<file path="src/rtl/ptw_pkg.sv">
package ptw_pkg;

    localparam int VA_W     = 32;
    localparam int PPN_W    = 24;
    localparam int PG_SHIFT = 12;
    localparam int PA_W     = PPN_W + PG_SHIFT;
    localparam int LVL_W    = 2;
    localparam int ACC_W    = 3;
    localparam int CODE_W   = 10;
    localparam int FSR_W    = CODE_W;
    localparam int AIDX_W   = 3;

    localparam logic [LVL_W-1:0] LAST_LVL = 2'd3;

    localparam logic [2:0] FT_INVALID  = 3'd1;
    localparam logic [2:0] FT_RESERVED = 3'd4;
    localparam logic [3:0] AE_NONE     = 4'd0;
    localparam logic [3:0] AE_PROT     = 4'd8;
    localparam logic [3:0] AE_PRIV     = 4'd12;

    typedef enum logic [1:0] {
        ET_INVALID = 2'd0,
        ET_TABLE   = 2'd1,
        ET_LEAF    = 2'd2,
        ET_RSVD    = 2'd3
    } etype_e;

    typedef enum logic [1:0] {
        PG_4K   = 2'd0,
        PG_256K = 2'd1,
        PG_16M  = 2'd2
    } pgsize_e;

    typedef enum logic [2:0] {
        S_IDLE, S_RD, S_RWAIT, S_CHECK, S_WR, S_WWAIT, S_DONE, S_FAULT
    } wstate_e;

    typedef struct packed {
        logic [PPN_W-1:0] ppn;
        logic             cacheable;
        logic             modified;
        logic             referenced;
        logic [ACC_W-1:0] acc;
        etype_e           et;
    } pte_t;

    // rights as {exec, write, read}
    function automatic logic [2:0] acc_rights(input logic [ACC_W-1:0] acc, input logic user);
        case (acc)
            3'd0:    return 3'b001;
            3'd1:    return 3'b011;
            3'd2:    return 3'b101;
            3'd3:    return 3'b111;
            3'd4:    return 3'b100;
            3'd5:    return user ? 3'b001 : 3'b011;
            3'd6:    return user ? 3'b000 : 3'b101;
            default: return user ? 3'b000 : 3'b111;
        endcase
    endfunction

    function automatic logic [CODE_W-1:0] walk_fault(input logic [LVL_W-1:0] lvl,
                                                     input logic [2:0] ft);
        return {lvl, 3'b000, ft, 2'b00};
    endfunction

    // byte offset of the entry inside the table at level nxt
    function automatic logic [VA_W-1:0] level_offset(input logic [LVL_W-1:0] nxt,
                                                     input logic [VA_W-1:0] va);
        case (nxt)
            2'd1:    return {22'b0, va[31:24], 2'b00};
            2'd2:    return {24'b0, va[23:18], 2'b00};
            default: return {24'b0, va[17:12], 2'b00};
        endcase
    endfunction

endpackage

</file>
<file path="src/rtl/ptw_perm_check.sv">
module ptw_perm_check
    import ptw_pkg::*;
(
    input  pte_t              pte,
    input  logic              is_write,
    input  logic              is_ifetch,
    input  logic              is_super,
    input  logic              nofault,
    output logic [3:0]        err,
    output logic [2:0]        perm,
    output logic [AIDX_W-1:0] acc_idx
);

    logic [2:0] have;
    logic [2:0] need;
    logic [3:0] raw_err;

    always_comb begin
        have = acc_rights(pte.acc, !is_super);
        need = {is_ifetch, is_write, !(is_write || is_ifetch)};
        if (!is_super && pte.acc >= 3'd6)
            raw_err = AE_PRIV;
        else if ((need & ~have) != 3'b000)
            raw_err = AE_PROT;
        else
            raw_err = AE_NONE;
        err     = (nofault && !is_super) ? AE_NONE : raw_err;
        perm    = pte.modified ? have : (have & 3'b101);
        acc_idx = {is_write, is_ifetch, is_super};
    end

endmodule

</file>
<file path="src/rtl/ptw_fault_log.sv">
module ptw_fault_log
    import ptw_pkg::*;
(
    input  logic              clk,
    input  logic              rst,
    input  logic              log_en,
    input  logic [FSR_W-1:0]  log_val,
    input  logic [VA_W-1:0]   log_addr,
    input  logic              clr,
    output logic [FSR_W-1:0]  fsr_q,
    output logic [VA_W-1:0]   far_q
);

    logic [FSR_W-1:0] base;

    always_comb base = clr ? '0 : fsr_q;

    always_ff @(posedge clk) begin
        if (rst) begin
            fsr_q <= '0;
            far_q <= '0;
        end else if (log_en) begin
            fsr_q <= ((base != '0) ? FSR_W'(1) : '0) | log_val | FSR_W'(2);
            far_q <= log_addr;
        end else if (clr) begin
            fsr_q <= '0;
        end
    end

    a_r8_fault_recorded: assert property (@(posedge clk) disable iff (rst)
        log_en |=> (fsr_q[1] && far_q == $past(log_addr)));

    a_r9_overflow_marked: assert property (@(posedge clk) disable iff (rst)
        (log_en && !clr && fsr_q != '0) |=> fsr_q[0]);

    a_r10_ack_clears: assert property (@(posedge clk) disable iff (rst)
        (clr && !log_en) |=> (fsr_q == '0));

endmodule

</file>
<file path="src/rtl/ptw_walker.sv">
module ptw_walker
    import ptw_pkg::*;
#(
    parameter int CTX_W = 8
) (
    input  logic              clk,
    input  logic              rst,
    input  logic              req_valid,
    output logic              req_ready,
    input  logic [31:0]       req_vaddr,
    input  logic              req_write,
    input  logic              req_ifetch,
    input  logic              req_super,
    input  logic [31:0]       ctx_table_base,
    input  logic [CTX_W-1:0]  ctx_id,
    input  logic              nofault_mode,
    output logic              mem_req_valid,
    input  logic              mem_req_ready,
    output logic              mem_req_write,
    output logic [31:0]       mem_req_addr,
    output logic [31:0]       mem_req_wdata,
    input  logic              mem_rsp_valid,
    input  logic [31:0]       mem_rsp_rdata,
    output logic              rsp_valid,
    output logic              rsp_fault,
    output logic [35:0]       rsp_paddr,
    output logic [2:0]        rsp_perm,
    output logic [1:0]        rsp_size,
    output logic [9:0]        rsp_fcode,
    input  logic              fsr_ack,
    output logic [9:0]        fsr_q,
    output logic [31:0]       far_q
);

    wstate_e            st;
    logic [LVL_W-1:0]   lvl_q;
    logic [VA_W-1:0]    va_q;
    logic               wr_q, if_q, su_q;
    logic [31:0]        addr_q;
    pte_t               pte_q;
    logic [CODE_W-1:0]  code_q;

    pte_t               rd_pte;
    logic [31:0]        next_ptr;
    logic [31:0]        root_addr;
    logic [3:0]         chk_err;
    logic [2:0]         chk_perm;
    logic [AIDX_W-1:0]  acc_idx;
    logic               need_wb;
    logic [PA_W-1:0]    pg_base;
    logic [PA_W-1:0]    pg_off;
    logic [FSR_W-1:0]   log_val;

    always_comb begin
        rd_pte    = pte_t'(mem_rsp_rdata);
        next_ptr  = {mem_rsp_rdata[27:2], 6'b000000};
        root_addr = {ctx_table_base[27:0], 4'b0000} + (32'(ctx_id) << 2);
        need_wb   = !pte_q.referenced || (wr_q && !pte_q.modified);
    end

    ptw_perm_check u_perm (
        .pte       (pte_q),
        .is_write  (wr_q),
        .is_ifetch (if_q),
        .is_super  (su_q),
        .nofault   (nofault_mode),
        .err       (chk_err),
        .perm      (chk_perm),
        .acc_idx   (acc_idx)
    );

    always_ff @(posedge clk) begin
        if (rst) begin
            st     <= S_IDLE;
            lvl_q  <= '0;
            va_q   <= '0;
            wr_q   <= 1'b0;
            if_q   <= 1'b0;
            su_q   <= 1'b0;
            addr_q <= '0;
            pte_q  <= '0;
            code_q <= '0;
        end else begin
            case (st)
                S_IDLE: if (req_valid) begin
                    va_q   <= req_vaddr;
                    wr_q   <= req_write;
                    if_q   <= req_ifetch;
                    su_q   <= req_super;
                    addr_q <= root_addr;
                    lvl_q  <= '0;
                    code_q <= '0;
                    st     <= S_RD;
                end
                S_RD: if (mem_req_ready) st <= S_RWAIT;
                S_RWAIT: if (mem_rsp_valid) begin
                    case (rd_pte.et)
                        ET_INVALID: begin
                            code_q <= walk_fault(lvl_q, FT_INVALID);
                            st     <= S_FAULT;
                        end
                        ET_TABLE: begin
                            if (lvl_q == LAST_LVL) begin
                                code_q <= walk_fault(lvl_q, FT_RESERVED);
                                st     <= S_FAULT;
                            end else begin
                                addr_q <= next_ptr + level_offset(lvl_q + 2'd1, va_q);
                                lvl_q  <= lvl_q + 2'd1;
                                st     <= S_RD;
                            end
                        end
                        ET_LEAF: begin
                            if (lvl_q == '0) begin
                                code_q <= walk_fault(lvl_q, FT_RESERVED);
                                st     <= S_FAULT;
                            end else begin
                                pte_q <= rd_pte;
                                st    <= S_CHECK;
                            end
                        end
                        default: begin
                            code_q <= walk_fault(lvl_q, FT_RESERVED);
                            st     <= S_FAULT;
                        end
                    endcase
                end
                S_CHECK: begin
                    if (chk_err != AE_NONE) begin
                        code_q <= CODE_W'(chk_err);
                        st     <= S_FAULT;
                    end else if (need_wb) begin
                        pte_q.referenced <= 1'b1;
                        if (wr_q) pte_q.modified <= 1'b1;
                        st <= S_WR;
                    end else begin
                        st <= S_DONE;
                    end
                end
                S_WR:    if (mem_req_ready) st <= S_WWAIT;
                S_WWAIT: if (mem_rsp_valid) st <= S_DONE;
                default: st <= S_IDLE;
            endcase
        end
    end

    always_comb begin
        req_ready     = (st == S_IDLE);
        mem_req_valid = (st == S_RD) || (st == S_WR);
        mem_req_write = (st == S_WR);
        mem_req_addr  = addr_q;
        mem_req_wdata = pte_q;
        rsp_valid     = (st == S_DONE) || (st == S_FAULT);
        rsp_fault     = (st == S_FAULT);
        rsp_fcode     = code_q;
        rsp_perm      = chk_perm;
        pg_base       = {pte_q.ppn, {PG_SHIFT{1'b0}}};
        case (lvl_q)
            2'd1: begin
                pg_off   = {12'b0, va_q[23:0]};
                rsp_size = PG_16M;
            end
            2'd2: begin
                pg_off   = {18'b0, va_q[17:0]};
                rsp_size = PG_256K;
            end
            default: begin
                pg_off   = {24'b0, va_q[11:0]};
                rsp_size = PG_4K;
            end
        endcase
        rsp_paddr = pg_base + pg_off;
        log_val   = code_q | {2'b00, acc_idx, 5'b00000};
    end

    ptw_fault_log u_log (
        .clk      (clk),
        .rst      (rst),
        .log_en   (st == S_FAULT),
        .log_val  (log_val),
        .log_addr (va_q),
        .clr      (fsr_ack),
        .fsr_q    (fsr_q),
        .far_q    (far_q)
    );

    a_r11_busy_after_accept: assert property (@(posedge clk) disable iff (rst)
        (req_valid && req_ready) |=> !req_ready);

    a_r11_single_pulse: assert property (@(posedge clk) disable iff (rst)
        rsp_valid |=> (!rsp_valid && req_ready));

    a_r6_writeback_marks_ref: assert property (@(posedge clk) disable iff (rst)
        (mem_req_valid && mem_req_write) |-> (mem_req_wdata[5] && mem_req_wdata[1:0] == 2'b10));

    a_r5_write_needs_modified: assert property (@(posedge clk) disable iff (rst)
        (rsp_valid && !rsp_fault && rsp_perm[1]) |-> pte_q.modified);

    a_r2_fault_has_cause: assert property (@(posedge clk) disable iff (rst)
        rsp_fault |-> (rsp_fcode[4:2] != 3'b000));

endmodule

</file>
<file path="config.mk">
export PLATFORM = sky130hd
export DESIGN_NAME = ptw_walker
export DESIGN_NICKNAME = d
export VERILOG_FILES = /design/src/rtl/ptw_pkg.sv /design/src/rtl/ptw_perm_check.sv /design/src/rtl/ptw_fault_log.sv /design/src/rtl/ptw_walker.sv
export SDC_FILE = /design/constraint.sdc
export NUM_CORES = 1
export LEC_CHECK = 0
export BUFFER_PORTS_ARGS = -buffer_cell sky130_fd_sc_hd__buf_2
export CAP_MARGIN = 20
export CELL_PAD_IN_SITES_DETAIL_PLACEMENT = 0
export CELL_PAD_IN_SITES_GLOBAL_PLACEMENT = 1
export CORE_AREA = 2 2 164 166
export DETAILED_ROUTE_END_ITERATION = 7
export DIE_AREA = 0 0 166 168
export GPL_TIMING_DRIVEN = 1
export PLACE_DENSITY = 0.75
export SLEW_MARGIN = 30
export SYNTH_ARGS = -nofsm -noshare
export SYNTH_HDL_FRONTEND = slang
export SYNTH_HIERARCHICAL = 1
export SYNTH_SLANG_ARGS = --single-unit
</file>
<file path="constraint.sdc">
create_clock -name clk -period 3.5 [get_ports clk]
set_input_delay 0.525 -clock clk [delete_from_list [all_inputs] [get_ports clk]]
set_output_delay 0.525 -clock clk [all_outputs]
set_load 0.03 [all_outputs]
</file>
**After elaboration in Yosys (flattened, before gate mapping)**

Index checks and enable logic that the tools add are counted.

- Add/sub/neg operators: 4
- Order comparisons: 1
- Equality and inequality tests: 35
- Multiplexer cells: 54
- Bitwise logic cells: 5
- Reduce and logical (&&, ||, !) cells: 28

Operator list:

| operator | number |
|---|---|
| 32-bit 2-to-1 mux | 9 |
| 10-bit 2-to-1 mux | 7 |
| 32-bit case mux with 2 select lines | 1 |
| 10-bit case mux with 3 select lines | 2 |
| 24-bit case mux with 2 select lines | 1 |
| 36-bit by 24-bit adder with 36-bit output | 1 |
| 32-bit by 10-bit adder with 32-bit output | 1 |
| 32-bit adder | 1 |
| 3-bit 2-to-1 mux | 10 |
| 2-bit inequality test, second input constant | 11 |
| 3-bit equality test, second input constant | 7 |
| 7-bit 2-to-1 mux | 3 |
| 3-bit case mux with 7 select lines | 1 |
| 10-bit case mux with 2 select lines | 1 |
| 2-bit 2-to-1 mux | 9 |
| 3-bit case mux with 6 select lines | 1 |
| 3-bit by 2-bit equality test with 1-bit output, second input constant | 4 |
| 4-bit 2-to-1 mux | 3 |
| 2-bit case mux with 2 select lines | 3 |
| 6-bit AND reduction | 2 |
| 10-bit bitwise OR | 1 |
| 10-bit by 8-bit bitwise OR with 10-bit output | 1 |
| 5-bit AND reduction | 2 |
| 10-bit nonzero test | 1 |
| other kinds (23) | 44 |

- Bits in registers: 156
- Input bits: 114
- Output and inout bits: 162

**Longest topological paths before layout**

Gate-level depths: netlist of run 1.

- Word-level depth: 13
- Gate-level depth with buffers: 14
- Depth with buffers taken out: 13

**Modules after synthesis**

The synthesis of run 1 kept the hierarchy.

Modules (own cells, without submodules):

| module | instances | cells each | area an instance (sq um) | seq. area each (sq um) |
|---|---|---|---|---|
| ptw_walker | 1 | 894 | 6835.3 | 2182.1 |
| ptw_fault_log | 1 | 144 | 1485.2 | 840.8 |
| ptw_perm_check | 1 | 22 | 132.6 | 0.0 |

**Worst setup path before layout of run 1**

No wires, ideal clock.

- Kind: reg2out
- Start: register lvl_q[0]
- End: output port rsp_paddr[26]
- Arrival: 3.529 ns
- Data required time: 2.975 ns
- Setup slack: -0.554 ns
- Cell stages (with the launch flop): 13
- Path buffers: 1
- Cells stage by stage: dfxtp_1 -> inv_1 -> ha_1 -> o21a_1 -> and2_1 -> ha_1 -> fa_1 -> a21o_1 -> a21oi_1 -> o21ai_1 -> and2_1 -> clkbuf_1 -> o311ai_1

- Word-level cells in the longest chain between the ends: 3

Ends and longest elaborated chain:

| element | RTL line | RTL |
|---|---|---|
| start: declaration | ptw_walker.sv:36 | `logic [LVL_W-1:0] lvl_q;` |
| start signal: assignment | ptw_walker.sv:108 | `lvl_q <= lvl_q + 2'd1;` |
| 2-bit equality test / 2-bit by 1-bit equality test with 1-bit output (equally long branches) | ptw_walker.sv:157 | `case (lvl_q)` |
| 24-bit case mux with 2 select lines (*) | ptw_walker.sv:157 |  |
| 36-bit by 24-bit adder with 36-bit output (*) | ptw_walker.sv:171 | `rsp_paddr = pg_base + pg_off;` |
| end: declaration | ptw_walker.sv:26 | `output logic [35:0] rsp_paddr,` |

Every way passes the cells marked *; elsewhere a longest branch is shown, timed or not.

**Worst setup path after layout of run 1**

- Start: register lvl_q[1]
- End: output port rsp_paddr[27]

The elaborated chain is that of the path after synthesis.

==> summary.md, run 1 <==
| Metric | Value |
|---|---|
| 1st-iter DRT viols | 464 |
| Peak Freq | 270 MHz |
| Final Hold Fails | 0 |
| Top post-synthesis cells by area | dfxtp_1 (36%), nand2_1 (9.1%), a21oi_1 (6.8%) |
| Final Setup Violations | 15 |
| Tcrit/Tclk final | 106% |
| CP Launch Type | flip-flop |
| Vias in the first global route | 7919 |
| Post-detailed-route via-to-cell ratio | 5.05 |
| Commonest cells after routing, fill and taps aside | buf_2 (246), nand2_1 (205), dfxtp_1 (149) |
| Detail Placement HPWL | 21200 µm |
| Cts bufs inserted | 17 |
| Post-synth EDFFs | 0 |
| Finished Core Util | 42.4% |
| Mapped cell area | 8450 µm² |
| Area occupied by multi-input gates | 5240 µm² |
| Failing checks | setup timing |
| Post-route setup slack | -0.197 ns |
| RSZ-0062 raised after global routing | true |
| I/O Buffers | 266 |
| Clock Path Buffers | 2 |
| Pre-CTS setup slack | -0.104 ns |
| Syn-to-layout area delta | 32.1% |
| Total die area | 27900 µm² |
| Final global-route overflow total | 0 |
| Slew HR | 37.5% |
| Synth area leader | dfxtp_1 |
| Storage cell area | 3030 µm² |
| Simple-gate area share of the yosys netlist | 23.3% |
| Layout cell share with drive strength beyond 1 | 30.6% |
| Fin nets | 1460 |
| Worst Clk Skew | 0.0117 ns |
| Most used DFF post-synth | dfxtp_1 |
| # H-tree levels | 4 |
| Synth Area in Adders | 5.30% |
| Clock period minus worst slack | 3.70 ns |
| Ports | 276 |
| Final Max Slew Viols | 0 |
| Filler cells | 2737 |
| Core ar. | 26400 µm² |
| CP endpoint kind | primary output |
| Root Driver | clkbuf_16 |
| Seq/Total Area, Yosys | 35.8% |
| Final wirelength | 28400 µm |
| Top cell type's share of synthesized area | 35.8% |
| Complex-gate fraction of the synthesized area | 18.7% |
| Mux share of post-synthesis cell area | 4.26% |
| Most common cell after layout, fill and taps aside | buf_2 |
| CP Max Fanout | 6 |
| Wire per inst | 17.0 µm |
| Main combinational cell family by area after synthesis | simple AND/OR/NAND/NOR gates |
| Total track usage | 19.7% |
| Seq cells post-synth | 151 |
| Post-synthesis xor/xnor area fraction | 6.53% |
| Status | finished with violations |
| Syn avg cell area | 7.97 µm² |
| Hold-fix buffers at CTS | 0 |
| CP Data Required Time | 2.97 ns |
| GPL Wtd Cong | 0.873 |
| Die X | 166 µm |
| CP arrival | 3.17 ns |
| Clock insertion delay at the later pin of the skew report | 0.42 ns |
| PwrDens | 509 nW/µm² |
| Post-route DRC | 0 |
| FP Rows | 60 |
| WS Path Type | flip-flop to primary output |
| Via Count | 8427 |
| Yosys warning count | 6 |
| Global-route wire length before repair | 43900 µm |
| Mapped Cells | 1060 |
| Clock Sinks | 151 |
| Max_cap viols | 0 |
| Antenna viol nets, final | 0 |
| Synth unique cells | 73 |
| Largest net degree at the start of global routing | 124 |
| Least-Margin Pin Slew | 0.936 ns |
| TritonCTS clock tree | done |
| DRT Pass-1 Iters | 5 |
| Peak supply drop | 282 µV |
| Initial antenna violation count | 6 |
| Worst-path clk slew | 0.08 ns |
| Post-synth ARST share | 0% |
| Class of the worst hold path | input port to flip-flop |
| Chip Height | 168 µm |
| Initial Utilization | 32.1% |
| Total leakage power | 4.69 nW |
[power breakdown]
part           internal (W)  switching, W  total [W]
clock              0.000967      0.000885    0.00185
sequential          0.00193      0.000222    0.00216
combinational      0.000537       0.00114    0.00168
[sequential cells by signal, indices dropped and copies added (netlist names)]
| name | cells |
|---|---|
| mem_req_wdata | 32 |
| u_log/far_q | 32 |
| va_q | 32 |
| mem_req_addr | 30 |
| u_log/fsr_q | 10 |
| rsp_fcode | 7 |
| st | 3 |
| lvl_q | 2 |
| if_q | 1 |
| su_q | 1 |
| wr_q | 1 |
[path summary, 6_finish.rpt]
path / endpoint / cells after the start / slack (ns) / from
hold reg to reg: mem_req_addr[2] / 2 / 0.45 / mem_req_addr[2]
setup reg to reg: mem_req_addr[28] / 15 / 0.59 / lvl_q[1]
hold / removal: va_q[8] / 3 / 0.33 / req_vaddr[8]
setup / recovery: rsp_paddr[27] / 14 / -0.20 / lvl_q[1]
[Yosys cell counts, types with 12 or more instances]
master / number
buf_4: 26
mux2i_1: 36
dfxtp_1: 151
nand3_1: 24
nand4_1: 12
xor2_1: 41
clkbuf_1: 37
and2_1: 18
a21oi_1: 115
nor2_1: 81
nor3_1: 25
nand2_1: 205
a22oi_1: 17
inv_1: 28
o21ai_1: 16
ha_1: 31
buf_2: 12
xnor2_1: 22
[timing repair]
action	in CTS	in global routing
endpoints found under the hold margin	0	0
pin swaps	23	13
buffers inserted	7	2
resized for setup	64	15
endpoints found under the setup margin	18	19
[worst max-delay path, cell delays in order (launching register included)]
cell and delay, ns:
dfxtp_2 0.34, buf_6 0.12, ha_4 0.15, o21a_4 0.22, and2_4 0.17, ha_4 0.24, o21a_1 0.20, o21ai_4 0.20
o32ai_4 0.12, o31ai_4 0.29, buf_12 0.17, buf_4 0.12, a21oi_4 0.06, xnor2_2 0.21, buf_6 0.15
[per-stage QoR]
stage | hold slack (ns) | std cells | power, W | area [µm²] | TNS, ns
3_5_place_dp | 0.442 | 1626 | 0.00388 | 10200 | -0.606
6_report | 0.330 | 1669 | 0.00569 | 11200 | -1.92
2_1_floorplan | 0.444 | 1065 | 0.00334 | 8550 | 0
4_1_cts | 0.310 | 1664 | 0.00576 | 11100 | -2.21
3_3_place_gp | 0.439 | 1626 | 0.00387 | 10200 | -0.340
5_1_grt | 0.315 | 1669 | 0.00602 | 11200 | -4.20
[cells by family (layout without fill, tap and decap cells)]
logic type                 Yosys count  count (layout)
buffers and inverters              107             367
AOI/OAI and AO/OA                  242             242
other                                2              10
adders and majority gates           34              34
and+or+nand+nor                    425             425
xor gates and xnor gates            63              63
DFF                                151             151
muxes                               36              36
[layer usage]
metal  part of all wire, %  global-route usage, %
met5                 0.081                      0
met4                   1.4                   5.14
met3                   6.7                   5.01
met2                    48                   32.7
met1                    44                   25.6
[layout make-up]
class | instances | share of cell area [%]
clock buffer | 17 | 3.81
tap | 341 | 3.82
multi-input combinational | 807 | 46.9
timing repair buffer | 306 | 15.6
antenna | 3 | 0.0672
sequential | 151 | 27.1
clock inverter | 15 | 1.58
inverter | 29 | 1.04
Note: power is estimated with default switching activity, not from simulation.
==> inputs of run 2 (changes only) <==
--- a/config.mk
+++ b/config.mk
@@ -5,15 +5,16 @@
 export SDC_FILE = /design/constraint.sdc
 export NUM_CORES = 1
 export LEC_CHECK = 0
+export ABC_AREA = 1
 export BUFFER_PORTS_ARGS = -buffer_cell sky130_fd_sc_hd__buf_2
-export CAP_MARGIN = 20
+export CAP_MARGIN = 0
 export CELL_PAD_IN_SITES_DETAIL_PLACEMENT = 0
 export CELL_PAD_IN_SITES_GLOBAL_PLACEMENT = 1
-export CORE_AREA = 2 2 164 166
+export CORE_AREA = 2 2 173 175
 export DETAILED_ROUTE_END_ITERATION = 7
-export DIE_AREA = 0 0 166 168
+export DIE_AREA = 0 0 175 177
 export GPL_TIMING_DRIVEN = 1
-export PLACE_DENSITY = 0.75
+export PLACE_DENSITY = 0.76
 export SLEW_MARGIN = 30
 export SYNTH_ARGS = -nofsm -noshare
 export SYNTH_HDL_FRONTEND = slang
==> summary.md, run 2 <==
| Metric | Value |
|---|---|
| TritonCTS clock tree | done |
| Chip Height | 177 µm |
| Met1 Resource Use GR | 26.3% |
| Final wirelength | 32500 µm |
| Syn-to-layout area delta | 28.4% |
| Fin nets | 1818 |
| Cts bufs inserted | 17 |
| Global-route wire length before repair | 49500 µm |
| Seq/Total Area, Yosys | 33.1% |
| Final Setup Violations | 0 |
| Most used DFF post-synth | dfxtp_1 |
| Clock insertion delay at the later pin of the skew report | 0.43 ns |
| CP endpoint kind | primary output |
| I/O Buffers | 266 |
| Syn avg cell area | 6.40 µm² |
| Top cell type's share of synthesized area | 33.1% |
| CP Data Required Time | 2.97 ns |
| Clock Path Buffers | 2 |
| Synth area leader | dfxtp_1 |
| Yosys warning count | 6 |
| Tcrit/Tclk final | 96.8% |
| Initial Utilization | 31.3% |
| Layout cell share with drive strength beyond 1 | 23.6% |
| Initial antenna violation count | 6 |
| Wire per inst | 15.6 µm |
| CP arrival | 2.86 ns |
| RSZ-0062 raised after global routing | true |
| Core ar. | 29200 µm² |
| Final Hold Fails | 0 |
| Status | complete, no violations |
| Design area | 11700 µm² |
| Final TNS setup | 0 ns |
| Total track usage | 20.3% |
| Commonest cells after routing, fill and taps aside | nand2_1 (333), buf_2 (255), nor2_1 (198) |
| Worst-path clk slew | 0.08 ns |
| Finished Core Util | 40.1% |
| Clock Sinks | 151 |
| CP Max Fanout | 3 |
| Met3 GRT Util | 4.81% |
| Most common cell after layout, fill and taps aside | nand2_1 |
| Placed cells | 2031 |
| Mapped Cells | 1429 |
| Finished Layout Cells | 2078 |
| Mapped cell area | 9140 µm² |
| Post-synth EDFFs | 0 |
| Root Driver | clkbuf_16 |
| Post-detailed-route via-to-cell ratio | 4.82 |
| DRT Pass-1 Iters | 5 |
| Final global-route overflow total | 0 |
| Most frequent cell after synthesis | nand2_1 |
| Peak Freq | 295 MHz |
| Via Count | 10000 |
| Ports | 276 |
| Slew HR | 45.4% |
| Hold-fix buffers at CTS | 0 |
| Clock period minus worst slack | 3.39 ns |
| Filler cells | 3187 |
| Met2 usage | 34.3% |
| Post-synth ARST share | 0% |
| PwrDens | 631 nW/µm² |
| Post-route DRC | 0 |
| Least-Margin Pin Slew | 0.813 ns |
| CP Launch Type | flip-flop |
| Antenna viol nets, final | 0 |
| Total die area | 31000 µm² |
| Placed cell area | 10700 µm² |
| Commonest cells post-synth | nand2_1 (343), nor2_1 (204), dfxtp_1 (151) |
| Fin Hold WS | 0.356 ns |
| 1st-iter DRT viols | 543 |
| Detail Placement HPWL | 24700 µm |
| Flop-to-flop setup slack | 0.26 ns |
| Top post-synthesis cells by area | dfxtp_1 (33%), nand2_1 (14%), nor2_1 (8.4%) |
| Max_cap viols | 0 |
| FP Rows | 63 |
| Synth unique cells | 45 |
| Die X | 175 µm |
| Global routing's busiest layer | met2 |
| GPL Wtd Cong | 0.846 |
| Worst Clk Skew | 0.0122 ns |
| Largest net degree at the start of global routing | 47 |
| # H-tree levels | 4 |
| WS Path Type | flip-flop to primary output |
| Class of the worst hold path | input port to flip-flop |
| Vias in the first global route | 9142 |
| Seq cells post-synth | 151 |
| Peak supply drop | 342 µV |
| Total leakage power | 5.98 nW |
| Final Max Slew Viols | 0 |
run 2: cell types whose count changed in the layout (fill, tap and decap cells not counted), moves of 11 or more:
cell	before	now
a22oi_1	17	0
and2_1	14	1
buf_4	50	34
inv_1	26	134
mux2i_1	36	0
nand2_1	205	333
nand3_1	23	104
nor2_1	80	198
nor3_1	24	13
o21ai_0	10	114
xnor2_1	21	8
xor2_1	41	16
run 2: what timing repair did:
item,4_1_cts,5_1_grt
pin swaps,2,19
setup endpoints to repair,18,19
hold endpoints to repair,0,0
buffers inserted,2,8
resized for setup,28,65
run 2: final cells by class:
class	instances	area, µm²	area share (%)
clock buffers	17	425	3.63
clock inverters	15	196	1.67
diodes	5	12.5	0.107
well taps	390	488	4.16
repair buffers	294	1590	13.6
flip-flops and latches	151	3030	25.8
multi-input cells	1062	5440	46.3
inverters	144	556	4.73
run 2: stage by stage:
step | total power (W) | setup WS [ns]
4_1_cts | 0.00736 | 0.0153
2_1_floorplan | 0.00449 | 0.0324
3_3_place_gp | 0.00534 | 0.125
3_5_place_dp | 0.00537 | 0.0785
6_report | 0.00740 | 0.112
5_1_grt | 0.00788 | -0.0440
run 2: metal layers:
layer / share of wire, % / vias to the layer above
li1: - / 5114
met1: 45 / 4570
met2: 47 / 298
met3: 6.5 / 27
met4: 1.2 / 6
met5: 0.13 / -
run 2: critical path, stage by stage, from the launching register on:
cell and delay, ns:
dfxtp_2 0.34, buf_6 0.12, ha_4 0.16, nor2_4 0.15
nor3_4 0.06, ha_2 0.20, fa_2 0.38, nand2_2 0.07
nand2_2 0.06, o21ai_4 0.09, inv_1 0.06, nand2_1 0.08
nand2_2 0.09, nand2_4 0.11, nand2_4 0.06, nand3_2 0.07
xor2_1 0.14, buf_4 0.18
run 2: final timing paths:
kind / from / to / cells past startpoint
hold / removal: req_vaddr[9] / va_q[9] / 3
setup / recovery: lvl_q[1] / rsp_paddr[32] / 17
hold reg to reg: u_log/fsr_q[0] / u_log/fsr_q[0] / 2
setup reg to reg: lvl_q[1] / mem_req_addr[16] / 17
run 2: logic make-up after synthesis:
| kind of cell | count (synthesis) | share of synthesized area (%) |
|---|---|---|
| other cells | 2 | 0.0822 |
| compound gates | 289 | 16.7 |
| xor+xnor | 24 | 2.30 |
| buf+inv | 221 | 10.9 |
| flops | 151 | 33.1 |
| fa+ha+maj | 34 | 4.90 |
| simple gates | 708 | 32.0 |
run 2: report_power, final:
group / internal [W] / total (W) / switching [W]
Clock: 0.000983 / 0.00191 / 0.000924
Combinational: 0.000965 / 0.00317 / 0.00221
Sequential: 0.00206 / 0.00232 / 0.000268
==> inputs of run 3 (changes only) <==
--- a/config.mk
+++ b/config.mk
@@ -10,9 +10,10 @@
 export CAP_MARGIN = 0
 export CELL_PAD_IN_SITES_DETAIL_PLACEMENT = 0
 export CELL_PAD_IN_SITES_GLOBAL_PLACEMENT = 1
-export CORE_AREA = 2 2 173 175
+export CORE_AREA = 2 2 146 205
+export CTS_BUF_LIST = sky130_fd_sc_hd__clkbuf_16
 export DETAILED_ROUTE_END_ITERATION = 7
-export DIE_AREA = 0 0 175 177
+export DIE_AREA = 0 0 148 207
 export GPL_TIMING_DRIVEN = 1
 export PLACE_DENSITY = 0.76
 export SLEW_MARGIN = 30
==> summary.md, run 3 (synthesis gave the netlist of run 2 again) <==
| Metric | Value |
|---|---|
| Status | complete, no violations |
| Antenna viol nets, final | 0 |
| Placed cell area | 10600 µm² |
| Clock Path Buffers | 2 |
| Total die area | 30600 µm² |
| Post-detailed-route via-to-cell ratio | 4.88 |
| Peak supply drop | 394 µV |
| PwrDens | 650 nW/µm² |
| Crit-path leading delay family | adder cells |
| Peak Freq | 291 MHz |
| CP Data Required Time | 2.97 ns |
| Final Max Slew Viols | 0 |
| CP Max Fanout | 3 |
| Layout cell share with drive strength beyond 1 | 23.2% |
| Chip Height | 207 µm |
| CP endpoint kind | primary output |
| Clock period minus worst slack | 3.44 ns |
| Vias in the first global route | 9370 |
| Total track usage | 21.8% |
| # H-tree levels | 4 |
| WS Path Type | flip-flop to primary output |
| Commonest cells after routing, fill and taps aside | nand2_1 (331), buf_2 (258), nor2_1 (199) |
| Largest net degree at the start of global routing | 69 |
| Cts bufs inserted | 17 |
| Hold-fix buffers at CTS | 0 |
| Core ar. | 28900 µm² |
| Initial Utilization | 31.6% |
| Worst Clk Skew | 0.0112 ns |
| Fin nets | 1817 |
| Max_cap viols | 0 |
| Total leakage power | 5.93 nW |
| Most frequent cell on the critical path | nand2_1 |
| Slowest-stage cell, CP | fa_2 |
| Post-route DRC | 0 |
| GPL Wtd Cong | 0.885 |
| RSZ-0062 raised after global routing | true |
| Final wirelength | 34500 µm |
| Detail Placement HPWL | 26600 µm |
| Class of the worst hold path | input port to flip-flop |
| Initial antenna violation count | 3 |
| Clock insertion delay at the later pin of the skew report | 0.44 ns |
| Via Count | 10100 |
| Final global-route overflow total | 0 |
| Root Driver | clkbuf_16 |
| DRT Pass-1 Iters | 5 |
| CP Launch Type | flip-flop |
| Slew HR | 47.2% |
| Tcrit/Tclk final | 98.3% |
| Die X | 148 µm |
| Clock Sinks | 151 |
| Design area | 11600 µm² |
| Least-Margin Pin Slew | 0.791 ns |
| Wire per inst | 16.7 µm |
| TritonCTS clock tree | done |
| Crit-path cells | buf_6, ha_4, nor2_4, buf_6, nor3_2, ha_2, fa_2, nand2_1, nand2_1, o21ai_2, inv_1, nand2_1, nand2_2, nand2_4, a21oi_2, xor2_1, buf_4 |
| Finished Layout Cells | 2064 |
| Ports | 276 |
| Global-route wire length before repair | 52300 µm |
| CP arrival | 2.92 ns |
| Worst-path clk slew | 0.07 ns |
| FP Rows | 74 |
| 1st-iter DRT viols | 552 |
| CP Buf/Inv Count | 4 |
| Max stage delay on crit path | 0.37 ns |
| Finished Core Util | 40.3% |
| Fin Hold WS | 0.347 ns |
| Syn-to-layout area delta | 27.4% |
| Most common cell after layout, fill and taps aside | nand2_1 |
| Final Setup Violations | 0 |
| Final Hold Fails | 0 |
| I/O Buffers | 266 |
| Placed cells | 2018 |
==> run 3: repair_timing <==
item | 4_1_cts | 5_1_grt
pin swaps | 5 | 15
gates resized for setup | 32 | 43
setup endpoints to repair | 18 | 16
setup buffers | 3 | 9
==> run 3: where the power goes <==
part | switching (W) | internal (W) | total, W | leakage, nW
clock | 0.000864 | 0.00109 | 0.00195 | 0.300
sequential | 0.000274 | 0.00206 | 0.00233 | 1.23
combinational | 0.00225 | 0.00104 | 0.00329 | 4.40
==> run 3: tightest hold or removal path, delay by kind of cell <==
family                 cells  cell delay [ns]
buffers and inverters      1             0.10
AND/OR/NAND/NOR            2             0.12
==> run 3: final timing paths <==
check / startpoint / endpoint / slack (ns) / cells after the start
setup reg to reg: lvl_q[0] / mem_req_addr[30] / 0.43 / 17
setup / recovery: lvl_q[0] / rsp_paddr[28] / 0.06 / 17
hold reg to reg: rsp_fcode[1] / rsp_fcode[1] / 0.46 / 2
hold / removal: mem_rsp_rdata[4] / mem_req_wdata[4] / 0.35 / 3
==> run 3: stage by stage <==
stage	TNS (ns)	setup WS, ns	power, W
6_report	0	0.0592	0.00757
5_1_grt	-0.268	-0.0687	0.00803
4_1_cts	-0.000512	-0.000512	0.00753
3_5_place_dp	0	0.0685	0.00547
3_3_place_gp	0	0.145	0.00544
2_1_floorplan	0	0.0324	0.00449
==> run 3: routing by layer <==
| layer | wire (µm) | track usage (%) | vias to the layer above |
|---|---|---|---|
| li1 | - | - | 5091 |
| met1 | 14400 | 26.3 | 4610 |
| met2 | 17200 | 38.0 | 318 |
| met3 | 1770 | 3.79 | 58 |
| met4 | 1140 | 9.00 | 4 |
| met5 | 24 | 0 | - |
==> run 3: cell type report <==
type / count / area [µm²]
clock inverter: 15 / 180
sequential: 151 / 3030
antenna: 2 / 5.00
multi-input combinational: 1062 / 5400
inverter: 144 / 551
fill: 3193 / 17200
tap: 380 / 475
timing repair buffer: 293 / 1580
clock buffer: 17 / 425
